`config.mk`:
```
export PLATFORM = sky130hd
export DESIGN_NAME = imb_ctrl
export DESIGN_NICKNAME = d
export VERILOG_FILES = /design/src/rtl/imb_pkg.sv /design/src/rtl/imb_bank_timers.sv /design/src/rtl/imb_inflight.sv /design/src/rtl/imb_ctrl.sv
export SDC_FILE = /design/constraint.sdc
export NUM_CORES = 1
export LEC_CHECK = 0
export ABC_CLOCK_PERIOD_IN_PS = 2700
export BUFFER_PORTS_ARGS = -buffer_cell sky130_fd_sc_hd__buf_4
export CAP_MARGIN = 20
export CORE_AREA = 8 8 243 245
export CTS_BUF_LIST = sky130_fd_sc_hd__clkbuf_4
export CTS_CLUSTER_SIZE = 10
export DETAILED_ROUTE_END_ITERATION = 10
export DIE_AREA = 0 0 251 253
export HOLD_SLACK_MARGIN = 0.1
export SLEW_MARGIN = 15
export SYNTH_ARGS = -nofsm -noshare
export SYNTH_HDL_FRONTEND = slang
export SYNTH_SLANG_ARGS = --single-unit
```
`constraint.sdc`:
```
create_clock -name clk -period 2.7 [get_ports clk]
set_input_delay 0.135 -clock clk [delete_from_list [all_inputs] [get_ports clk]]
set_output_delay 0.135 -clock clk [all_outputs]
set_load 0.03 [all_outputs]
```
`src/rtl/imb_pkg.sv`:
```
// Package: shared defaults for the interleaved multibank load controller.
// Assumes: nothing; holds constants only.
package imb_pkg;
    localparam int unsigned IMB_DEF_NB      = 8;
    localparam int unsigned IMB_DEF_DW      = 64;
    localparam int unsigned IMB_DEF_AW      = 16;
    localparam int unsigned IMB_DEF_TGW     = 6;
    localparam int unsigned IMB_DEF_REC     = 6;
    localparam int unsigned IMB_DEF_LAT     = 4;
    localparam int unsigned IMB_DEF_MAX_OUT = 3;
    localparam int unsigned IMB_DEF_SCW     = 16;
endpackage

```
`src/rtl/imb_bank_timers.sv`:
```
// Module: per-bank recovery down-counters.
// What it does: loading a bank's counter with REC-1 when that bank is accessed;
// the bank reports busy until its counter reaches zero.
// Assumes: REC >= 1; acc is a one-hot-or-zero access strobe.
module imb_bank_timers #(
    parameter int unsigned NB  = 8,
    parameter int unsigned REC = 6
) (
    input  logic          clk,
    input  logic          rst_n,
    input  logic [NB-1:0] acc,
    output logic [NB-1:0] busy
);
    localparam int unsigned TW = (REC < 2) ? 1 : $clog2(REC);

    for (genvar b = 0; b < NB; b++) begin : g_bank
        logic [TW-1:0] cnt;

        // Purpose: reload on access, otherwise count down to zero.
        always_ff @(posedge clk) begin
            if (!rst_n)          cnt <= '0;
            else if (acc[b])     cnt <= TW'(REC - 1);
            else if (cnt != '0)  cnt <= cnt - 1'b1;
        end

        assign busy[b] = (cnt != '0);

        // an access never lands on a bank that is still recovering.
        assert_no_hit_busy_R2: assert property (@(posedge clk) disable iff (!rst_n)
            acc[b] |-> (cnt == '0));
    end
endmodule

```
`src/rtl/imb_inflight.sv`:
```
// Module: in-flight load window and in-order return path.
// What it does: following each issued load through a LAT-stage pipe, picking the
// bank's lane at the last stage, registering it onto the response port, and
// limiting the loads in flight to MAX_OUT (a retiring load frees its slot at once).
// Assumes: LAT >= 1; a bank holds its read word until its next access, and
// that next access comes no earlier than LAT cycles later (REC >= LAT).
module imb_inflight #(
    parameter int unsigned NB      = 8,
    parameter int unsigned DW      = 64,
    parameter int unsigned TGW     = 6,
    parameter int unsigned LAT     = 4,
    parameter int unsigned MAX_OUT = 3
) (
    input  logic               clk,
    input  logic               rst_n,
    input  logic               issue,
    input  logic [$clog2(NB)-1:0] issue_bank,
    input  logic [TGW-1:0]     issue_tag,
    input  logic [NB*DW-1:0]   bank_rd_data,
    output logic               room,
    output logic               rsp_valid,
    output logic [TGW-1:0]     rsp_tag,
    output logic [DW-1:0]      rsp_data
);
    localparam int unsigned BB = $clog2(NB);
    localparam int unsigned CW = $clog2(MAX_OUT + 1) + 1;

    logic          pv [LAT];
    logic [BB-1:0] pb [LAT];
    logic [TGW-1:0] pt [LAT];
    logic [CW-1:0] cnt;
    logic          retire;

    assign retire = pv[LAT-1];
    assign room   = ((cnt - CW'(retire)) < CW'(MAX_OUT));

    // Purpose: advance the in-flight pipe by one stage per cycle.
    always_ff @(posedge clk) begin
        if (!rst_n) begin
            for (int i = 0; i < LAT; i++) pv[i] <= 1'b0;
        end else begin
            pv[0] <= issue;
            for (int i = 1; i < LAT; i++) pv[i] <= pv[i-1];
        end
        pb[0] <= issue_bank;
        pt[0] <= issue_tag;
        for (int i = 1; i < LAT; i++) begin
            pb[i] <= pb[i-1];
            pt[i] <= pt[i-1];
        end
    end

    // Purpose: track the number of loads in flight.
    always_ff @(posedge clk) begin
        if (!rst_n) cnt <= '0;
        else        cnt <= cnt + CW'(issue) - CW'(retire);
    end

    // Purpose: register the returning word and tag onto the response port.
    always_ff @(posedge clk) begin
        if (!rst_n) begin
            rsp_valid <= 1'b0;
        end else begin
            rsp_valid <= retire;
        end
        rsp_tag  <= pt[LAT-1];
        rsp_data <= bank_rd_data[pb[LAT-1]*DW +: DW];
    end

    // the window never holds more than MAX_OUT loads.
    assert_window_cap_R4: assert property (@(posedge clk) disable iff (!rst_n)
        cnt <= CW'(MAX_OUT));
    // a retirement always has a counted load behind it.
    assert_no_underflow_R4: assert property (@(posedge clk) disable iff (!rst_n)
        retire |-> (cnt != '0));
endmodule

```
`src/rtl/imb_ctrl.sv`:
```
// Module: interleaved multibank load controller (top).
// What it does: selecting a bank from the low address bits, issuing a load when
// that bank has recovered and the in-flight window has room, counting
// bank-conflict cycles, and returning data in issue order.
// Assumes: NB is a power of two >= 2; REC >= LAT so bank lanes stay stable.
module imb_ctrl
    import imb_pkg::*;
#(
    parameter int unsigned NB      = IMB_DEF_NB,
    parameter int unsigned DW      = IMB_DEF_DW,
    parameter int unsigned AW      = IMB_DEF_AW,
    parameter int unsigned TGW     = IMB_DEF_TGW,
    parameter int unsigned REC     = IMB_DEF_REC,
    parameter int unsigned LAT     = IMB_DEF_LAT,
    parameter int unsigned MAX_OUT = IMB_DEF_MAX_OUT,
    parameter int unsigned SCW     = IMB_DEF_SCW
) (
    input  logic                        clk,
    input  logic                        rst_n,
    input  logic                        req_valid,
    output logic                        req_ready,
    input  logic [AW-1:0]               req_addr,
    input  logic [TGW-1:0]              req_tag,
    output logic                        rsp_valid,
    output logic [TGW-1:0]              rsp_tag,
    output logic [DW-1:0]               rsp_data,
    output logic [NB-1:0]               bank_rd_en,
    output logic [AW-$clog2(NB)-1:0]    bank_row,
    input  logic [NB*DW-1:0]            bank_rd_data,
    output logic [SCW-1:0]              stall_cycles
);
    localparam int unsigned BB = $clog2(NB);

    logic [BB-1:0] sel;
    logic [NB-1:0] busy;
    logic          room;
    logic          issue;
    logic          conflict;

    // Purpose: decode bank and row, and form the issue decision.
    always_comb begin
        sel        = req_addr[BB-1:0];
        bank_row   = req_addr[AW-1:BB];
        req_ready  = !busy[sel] && room;
        issue      = req_valid && req_ready;
        conflict   = req_valid && busy[sel];
        bank_rd_en = '0;
        if (issue) bank_rd_en[sel] = 1'b1;
    end

    imb_bank_timers #(.NB(NB), .REC(REC)) u_timers (
        .clk   (clk),
        .rst_n (rst_n),
        .acc   (bank_rd_en),
        .busy  (busy)
    );

    imb_inflight #(.NB(NB), .DW(DW), .TGW(TGW), .LAT(LAT), .MAX_OUT(MAX_OUT)) u_inflight (
        .clk          (clk),
        .rst_n        (rst_n),
        .issue        (issue),
        .issue_bank   (sel),
        .issue_tag    (req_tag),
        .bank_rd_data (bank_rd_data),
        .room         (room),
        .rsp_valid    (rsp_valid),
        .rsp_tag      (rsp_tag),
        .rsp_data     (rsp_data)
    );

    // Purpose: count cycles lost to bank conflicts.
    always_ff @(posedge clk) begin
        if (!rst_n)        stall_cycles <= '0;
        else if (conflict) stall_cycles <= stall_cycles + 1'b1;
    end

    // at most one bank strobed per cycle.
    assert_onehot_rd_R1: assert property (@(posedge clk) disable iff (!rst_n)
        $onehot0(bank_rd_en));
    // a recovering bank holds the request port.
    assert_busy_blocks_R3: assert property (@(posedge clk) disable iff (!rst_n)
        busy[sel] |-> !req_ready);
    // reset clears the conflict counter and the response port.
    assert_reset_clear_R9: assert property (@(posedge clk)
        !rst_n |=> (stall_cycles == '0) && !rsp_valid);
endmodule

```
; Word-level counts from Yosys, hierarchy flattened
; Memories as Yosys holds them, arrays and structs flattened. A register that Yosys moved wholly into a read port is not among the register bits.
; Index checks and enable logic that the tools add are counted.
; Widths: inputs -> output; s select.
[op_classes]
n_addsub = 12
n_lt_le_gt_ge = 3
shifts = 1
n_mux = 27
bitwise = 5
reduce_logical = 29
[op_table]
columns = cell, n
row1 = $shiftx 512x10->64, 1
row2 = $mux 3, 16
row3 = $reduce_bool 3->1, 8
row4 = $sub 3x1->3 const B, 8
row5 = $add 16x1->16 const B, 1
row6 = $reduce_bool 2->1, 8
row7 = $reduce_or 2->1, 8
row8 = $mux 1, 8
row9 = $mux 8, 1
row10 = $sub 3x1->3, 2
row11 = $logic_and 1x1->1, 4
row12 = $lt 3x4->1 const B, 1
row13 = $or 1x1->1, 4
row14 = $add 3x1->3, 1
row15 = $bmux 1 s3, 1
row16 = $demux 1 s3, 1
row17 = $ge 3x1->1 const B, 1
row18 = $lt 3x2->1 const B, 1
row19 = $logic_not 1->1, 1
row20 = $not 1->1, 1
[totals]
ff_bits = 108
ramBits = 40
out_inout_bits = 109
n_memories = 3
[mem_list]
columns = memory, depth, word_bits, read_ports, rd_clocked_by_memory_dff, wr, line_no
row1 = u_inflight.pt, 4, 6, 4, 1, 4, imb_inflight.sv:30  ; logic [TGW-1:0] pt [LAT];
row2 = u_inflight.pb, 4, 3, 4, 0, 4, imb_inflight.sv:29  ; logic [BB-1:0] pb [LAT];
row3 = u_inflight.pv, 4, 1, 4, 0, 4, imb_inflight.sv:28  ; logic pv [LAT];

; Longest topological paths before layout
[logic_depth]
depth_word = 8
ltp_mapped = 14

; Hierarchy
; From an unflattened synthesis, not the netlist that was laid out.
[hier_totals]
cells_unflattened = 633
area_unflattened_um2 = 8783.4
[by_module_without_submodules]
columns = module, instances, cells_each, area_each_um2
row1 = imb_inflight, 1, 361, 6286.0
row2 = imb_bank_timers, 1, 147, 1432.6
row3 = imb_ctrl, 1, 125, 1064.8

; Worst setup path before layout
; Ideal clock, no wire load.
[synth_timing]
kind = register to register
from = register u_timers.g_bank[5].cnt[0]
to = register u_inflight.cnt[2]
setup_time_ns = 0.128
t_arrival_ns = 2.840
slack_ns = -0.268
stages_incl_launch_ff = 15
n_path_buf = 1
period_less_slack_ns = 2.968
path_cell_list = dfxtp_1 inv_1 ha_1 nand2b_4 mux4_2 mux2i_4 buf_6 and2b_1 and2_1 ha_1 inv_1 fa_1 xnor2_1 xnor2_1 nor2_1
[synth_between]
elab_chain_cells = 8
[synth_rtl]
columns = item, line_no
row1 = start: declaration, imb_bank_timers.sv:17  ; logic [TW-1:0] cnt;
row2 = start signal: assignment, imb_bank_timers.sv:22  ; else if (acc[b]) cnt <= TW'(REC - 1);
row3 = start signal: assignment, imb_bank_timers.sv:23  ; else if (cnt != '0) cnt <= cnt - 1'b1;
row4 = $reduce_bool 3->1, imb_bank_timers.sv:26  ; assign busy[b] = (cnt != '0);
row5 = $bmux 1 s3, imb_ctrl.sv:44  ; req_ready = !busy[sel] && room;
row6 = $mux 1 (not written as such), imb_ctrl.sv:44
row7 = $logic_not 1->1, imb_ctrl.sv:44
row8 = $logic_and 1x1->1, imb_ctrl.sv:44
row9 = named net req_ready, imb_ctrl.sv:21  ; output logic req_ready,
row10 = $logic_and 1x1->1, imb_ctrl.sv:45  ; issue = req_valid && req_ready;
row11 = $add 3x1->3, imb_inflight.sv:56  ; else cnt <= cnt + CW'(issue) - CW'(retire);
row12 = $sub 3x1->3, imb_inflight.sv:56
row13 = end signal: assignment, imb_inflight.sv:56
row14 = end: declaration, imb_inflight.sv:31  ; logic [CW-1:0] cnt;
; The timed path passes the listed nets, and every way through them passes these cells. The select of a mux whose other input is x is not followed.
; A chain may end at the register's enable or synchronous reset.

; Final worst setup path
[layout_timing]
from = register u_timers.g_bank[4].cnt[0]
to = output port bank_rd_en[4]
[layout_between]
elab_chain_cells = 7
[layout_rtl]
columns = item, line_no
row1 = start: declaration, imb_bank_timers.sv:17
row2 = start signal: assignment, imb_bank_timers.sv:22
row3 = start signal: assignment, imb_bank_timers.sv:23
row4 = $reduce_bool 3->1, imb_bank_timers.sv:26
row5 = $bmux 1 s3, imb_ctrl.sv:44
row6 = $mux 1 (not written as such), imb_ctrl.sv:44
row7 = $logic_not 1->1, imb_ctrl.sv:44
row8 = $logic_and 1x1->1, imb_ctrl.sv:44
row9 = $logic_and 1x1->1, imb_ctrl.sv:45
row10 = $mux 8, imb_ctrl.sv:48  ; if (issue) bank_rd_en[sel] = 1'b1;
row11 = end: declaration, imb_ctrl.sv:27  ; output logic [NB-1:0] bank_rd_en,
; No other way between the ends. The select of a mux whose other input is x is not followed.

==> reports/qor.yml <==
status:
  status: "finished with violations"
  violations: "setup timing"
sta:
  rsz0062_at_grt: "true"
  tns_ps: -393
  slew_headroom_pct: 69.3
  period_share_pct: 104
  clock_skew_ps: 26.5
  fmaxAchievable_mhz: 355
  worstMarginPinSlew_ps: 461
  fin_hold_ws_ps: 270
  finalSetupViolCount: 5
  worst_slack_ps: -116
  drv_slew: 0
  min_period_ps: 2820
  timing_hold_violations_final: 0
global_route:
  grt_pass1_vias: 10238
  antenna_found_initial: 29
  grt_max_degree: 67
  grt.overflow.total: 0
  grt_use_total_pct: 16.2
  grt_pass1_wl_um: 73900
pwr:
  power_density_mw_per_mm2: 520
  power.leakage_uw: 0.00765
  peakVddDrop_mv: 0.605
critical_path:
  r2r_cells: 14
  critPathKind: "reg2out"
  cp-start-kind: "flip-flop"
  critPathBufInv: 2
  cp_max_fo: 4
  critPathRequiredTime_ps: 2570
  path_depth: 7
  crit_path_start: "u_timers.g_bank[4].cnt[0]$_SDFFE_PN0P_"
  cp_slowest_stage_delay_ps: 490
  r2r_setup_slack_ps: -50
  r2r_start: "u_timers.g_bank[3].cnt[0]$_SDFFE_PN0P_"
  path_cells: "inv_4, ha_4, nand2b_4, mux4_2, or3_4, nor3_4, buf_6"
  cp-end-kind: "output port"
  critical_path.top_delay_family: "simple AND/OR/NAND/NOR gates"
  cp_slowest_cell: "mux4_2"
  crit_end: "bank_rd_en[4]"
  timing.rr.end: "u_inflight.cnt[2]$_SDFF_PN0_"
  cp.arrival_ps: 2680
synth:
  synth_edf_count: 0
  yosysTopAreaCell: "dfxtp_1"
  ys_top_cells_by_count: "154 x dfxtp_1, 130 x mux4_2, 72 x mux2_2"
  netlist_instances: 619
  synth_nets: 1178
  ys.warnings.count: 0
  synthArstFlopShare_pct: 0
  synth_cell_type_count: 39
  synth.avg_cell_area_um2: 13.8
  ys.flop_type: "dfxtp_1"
  synth.area.top_cells: "dfxtp_1 36%, mux4_2 34%, mux2_2 9.5%, ha_1 3.1%, o21a_1 1.2%"
  synthMostInstantiatedCell: "dfxtp_1"
  ys_ff_latch: 154
  syn-cell-area_mm2: 0.00855
  yosysSeqAreaShare_pct: 36.0
  synth_top_area_share_pct: 36.0
routing:
  num_vias: 9515
  drc: 0
  viasPerCell: 4.17
  drt_iter0_markers: 426
  drtPass1Iterations: 4
  finalWirelength_um: 54500
  routedWlPerCell_um: 23.9
  ant_nets: 0
cells_and_area:
  final_nets: 2098
  stdcell_area_mm2: 0.0178
  drive_above_1_share_pct: 64.0
  area_delta_synth_final_pct: 108
  fin_util_pct: 32.1
die:
  dieHeight_um: 253
  start_util_pct: 15.4
  die_x_um: 251
  rows: 87
  core_area_mm2: 0.0555
  die_area_mm2: 0.0635
  io_pins: 646
clock_network:
  numCtsBuffers: 17
  clkTransAtPathRegs_ps: 150
  clockBufferDepth: 2
  cts_tree: "yes"
  cts.sinks: 154
  htreeDepth: 4
  clk_latency_ps: 700
  cts_root_buf: "clkbuf_4"
flow_run:
  maxCapViolations: 0
placement:
  placed_cell_area_mm2: 0.0142
  dp_slack_ps: 54.3
  hpwlAfterDp_um: 43300
  gp_congestion: 1.02
  numPortBuffers: 619
min_path:
  worstHoldPathType: "in2out"
==> kinds of logic (layout without fill, tap and decap cells) <==
group / after synthesis / count (layout) / share of synthesized area [%]
AOI/OAI and AO/OA: 54 / 54 / 3.96
and+or+nand+nor: 92 / 92 / 6.96
xor gates and xnor gates: 11 / 11 / 1.13
DFF: 154 / 154 / 36.0
muxes: 203 / 203 / 44.0
buffers and inverters: 83 / 1016 / 4.61
other: 0 / 19 / 0
adders and majority gates: 22 / 22 / 3.31
==> final cells by class <==
type	count	area [um^2]
fill	5605	37700
multi-input combinational	382	5320
timing repair buffer	960	8020
sequential	154	3110
antenna	19	47.5
tap	712	891
clock inverter	15	205
inverter	24	100
clock buffer	17	128
==> worst register-to-register path, stage by stage, from the launching register on <==
cell and delay, ps:
dfxtp_2 350, inv_2 80, ha_4 150, nand2b_4 60, mux4_2 480, buf_4 160
mux2i_4 130, and2b_4 180, and2_4 150, ha_4 140, inv_4 30, fa_2 360
xnor2_2 150, xnor2_1 180, nor2_1 60
==> per-stage QoR <==
step,total power [uW],std cells
6_report,9260,2283
5_1_grt,9840,2278
4_1_cts,9040,2239
3_5_place_dp,6420,1913
3_3_place_gp,6290,1913
2_1_floorplan,5110,619
==> per-layer routing <==
| metal | GRT usage (%) | wire, um | vias to the layer above |
|---|---|---|---|
| li1 | - | - | 4274 |
| met5 | 0 | 72 | - |
| met2 | 28.2 | 28100 | 446 |
| met3 | 7.04 | 4910 | 79 |
| met1 | 16.8 | 19300 | 4704 |
| met4 | 7.20 | 2120 | 12 |
==> where the power goes <==
part / switching [uW] / leakage (uW) / internal (uW)
Clock: 1110 / 0.000170 / 679
Sequential: 194 / 0.00129 / 2650
Combinational: 1900 / 0.00618 / 2730
Total: 3200 / 0.00765 / 6060
==> sequential cells by signal, summed over array words and instances, names as in the netlist <==
signal	flops
u_inflight.rsp_data	64
u_inflight.pt	24
u_timers.g_bank.cnt	24
stall_cycles	16
u_inflight.pb	12
u_inflight.rsp_tag	6
u_inflight.pv	4
u_inflight.cnt	3
u_inflight.rsp_valid	1
==> cell usage in the layout (no fill, tap or decap), types with 5 or more instances in the layout <==
cell           count
buf_12             5
nand3_1            9
nor3_4             5
and2_1             7
a2111oi_0          7
buf_6              9
xnor2_1            9
clkbuf_4          17
or3_1             12
diode_2           19
dlygate4sd3_1    276
dfxtp_2           15
o21ai_0           14
ha_4              12
mux2_2            72
nand2_1            7
a21oi_1           16
nand2b_4           9
nor2_1            19
dfxtp_1          136
ha_1               9
o21a_1            14
buf_4            668
inv_2             16
mux4_2           130
==> worst min path at each step <==
| stage | cells past startpoint | start | slack (ps) | to |
|---|---|---|---|---|
| final | 0 | req_addr[14] | 270 | bank_row[11] |
| after global routing | 3 | rst_n | 190 | u_timers.g_bank[1].cnt[0]$_SDFFE_PN0P_ |
| after CTS | 3 | rst_n | 110 | u_timers.g_bank[1].cnt[0]$_SDFFE_PN0P_ |
| after detailed placement | 1 | req_tag[0] | 240 | u_inflight.pt[0][0]$_DFF_P_ |
| after global placement | 1 | req_tag[0] | 240 | u_inflight.pt[0][0]$_DFF_P_ |
| after floorplan | 0 | req_addr[0] | 160 | u_inflight.pb[0][0]$_DFF_P_ |
==> what timing repair did <==
| action | CTS | global route |
|---|---|---|
| endpoints found under the setup margin | 9 | 13 |
| setup buffers | 18 | 27 |
| hold endpoints to repair | 121 | 0 |
| hold buffers | 276 | 0 |
| cloned | 0 | 0 |
| resized for setup | 25 | 26 |
| pin swaps | 9 | 15 |
Power figures use the tool's default switching activity.
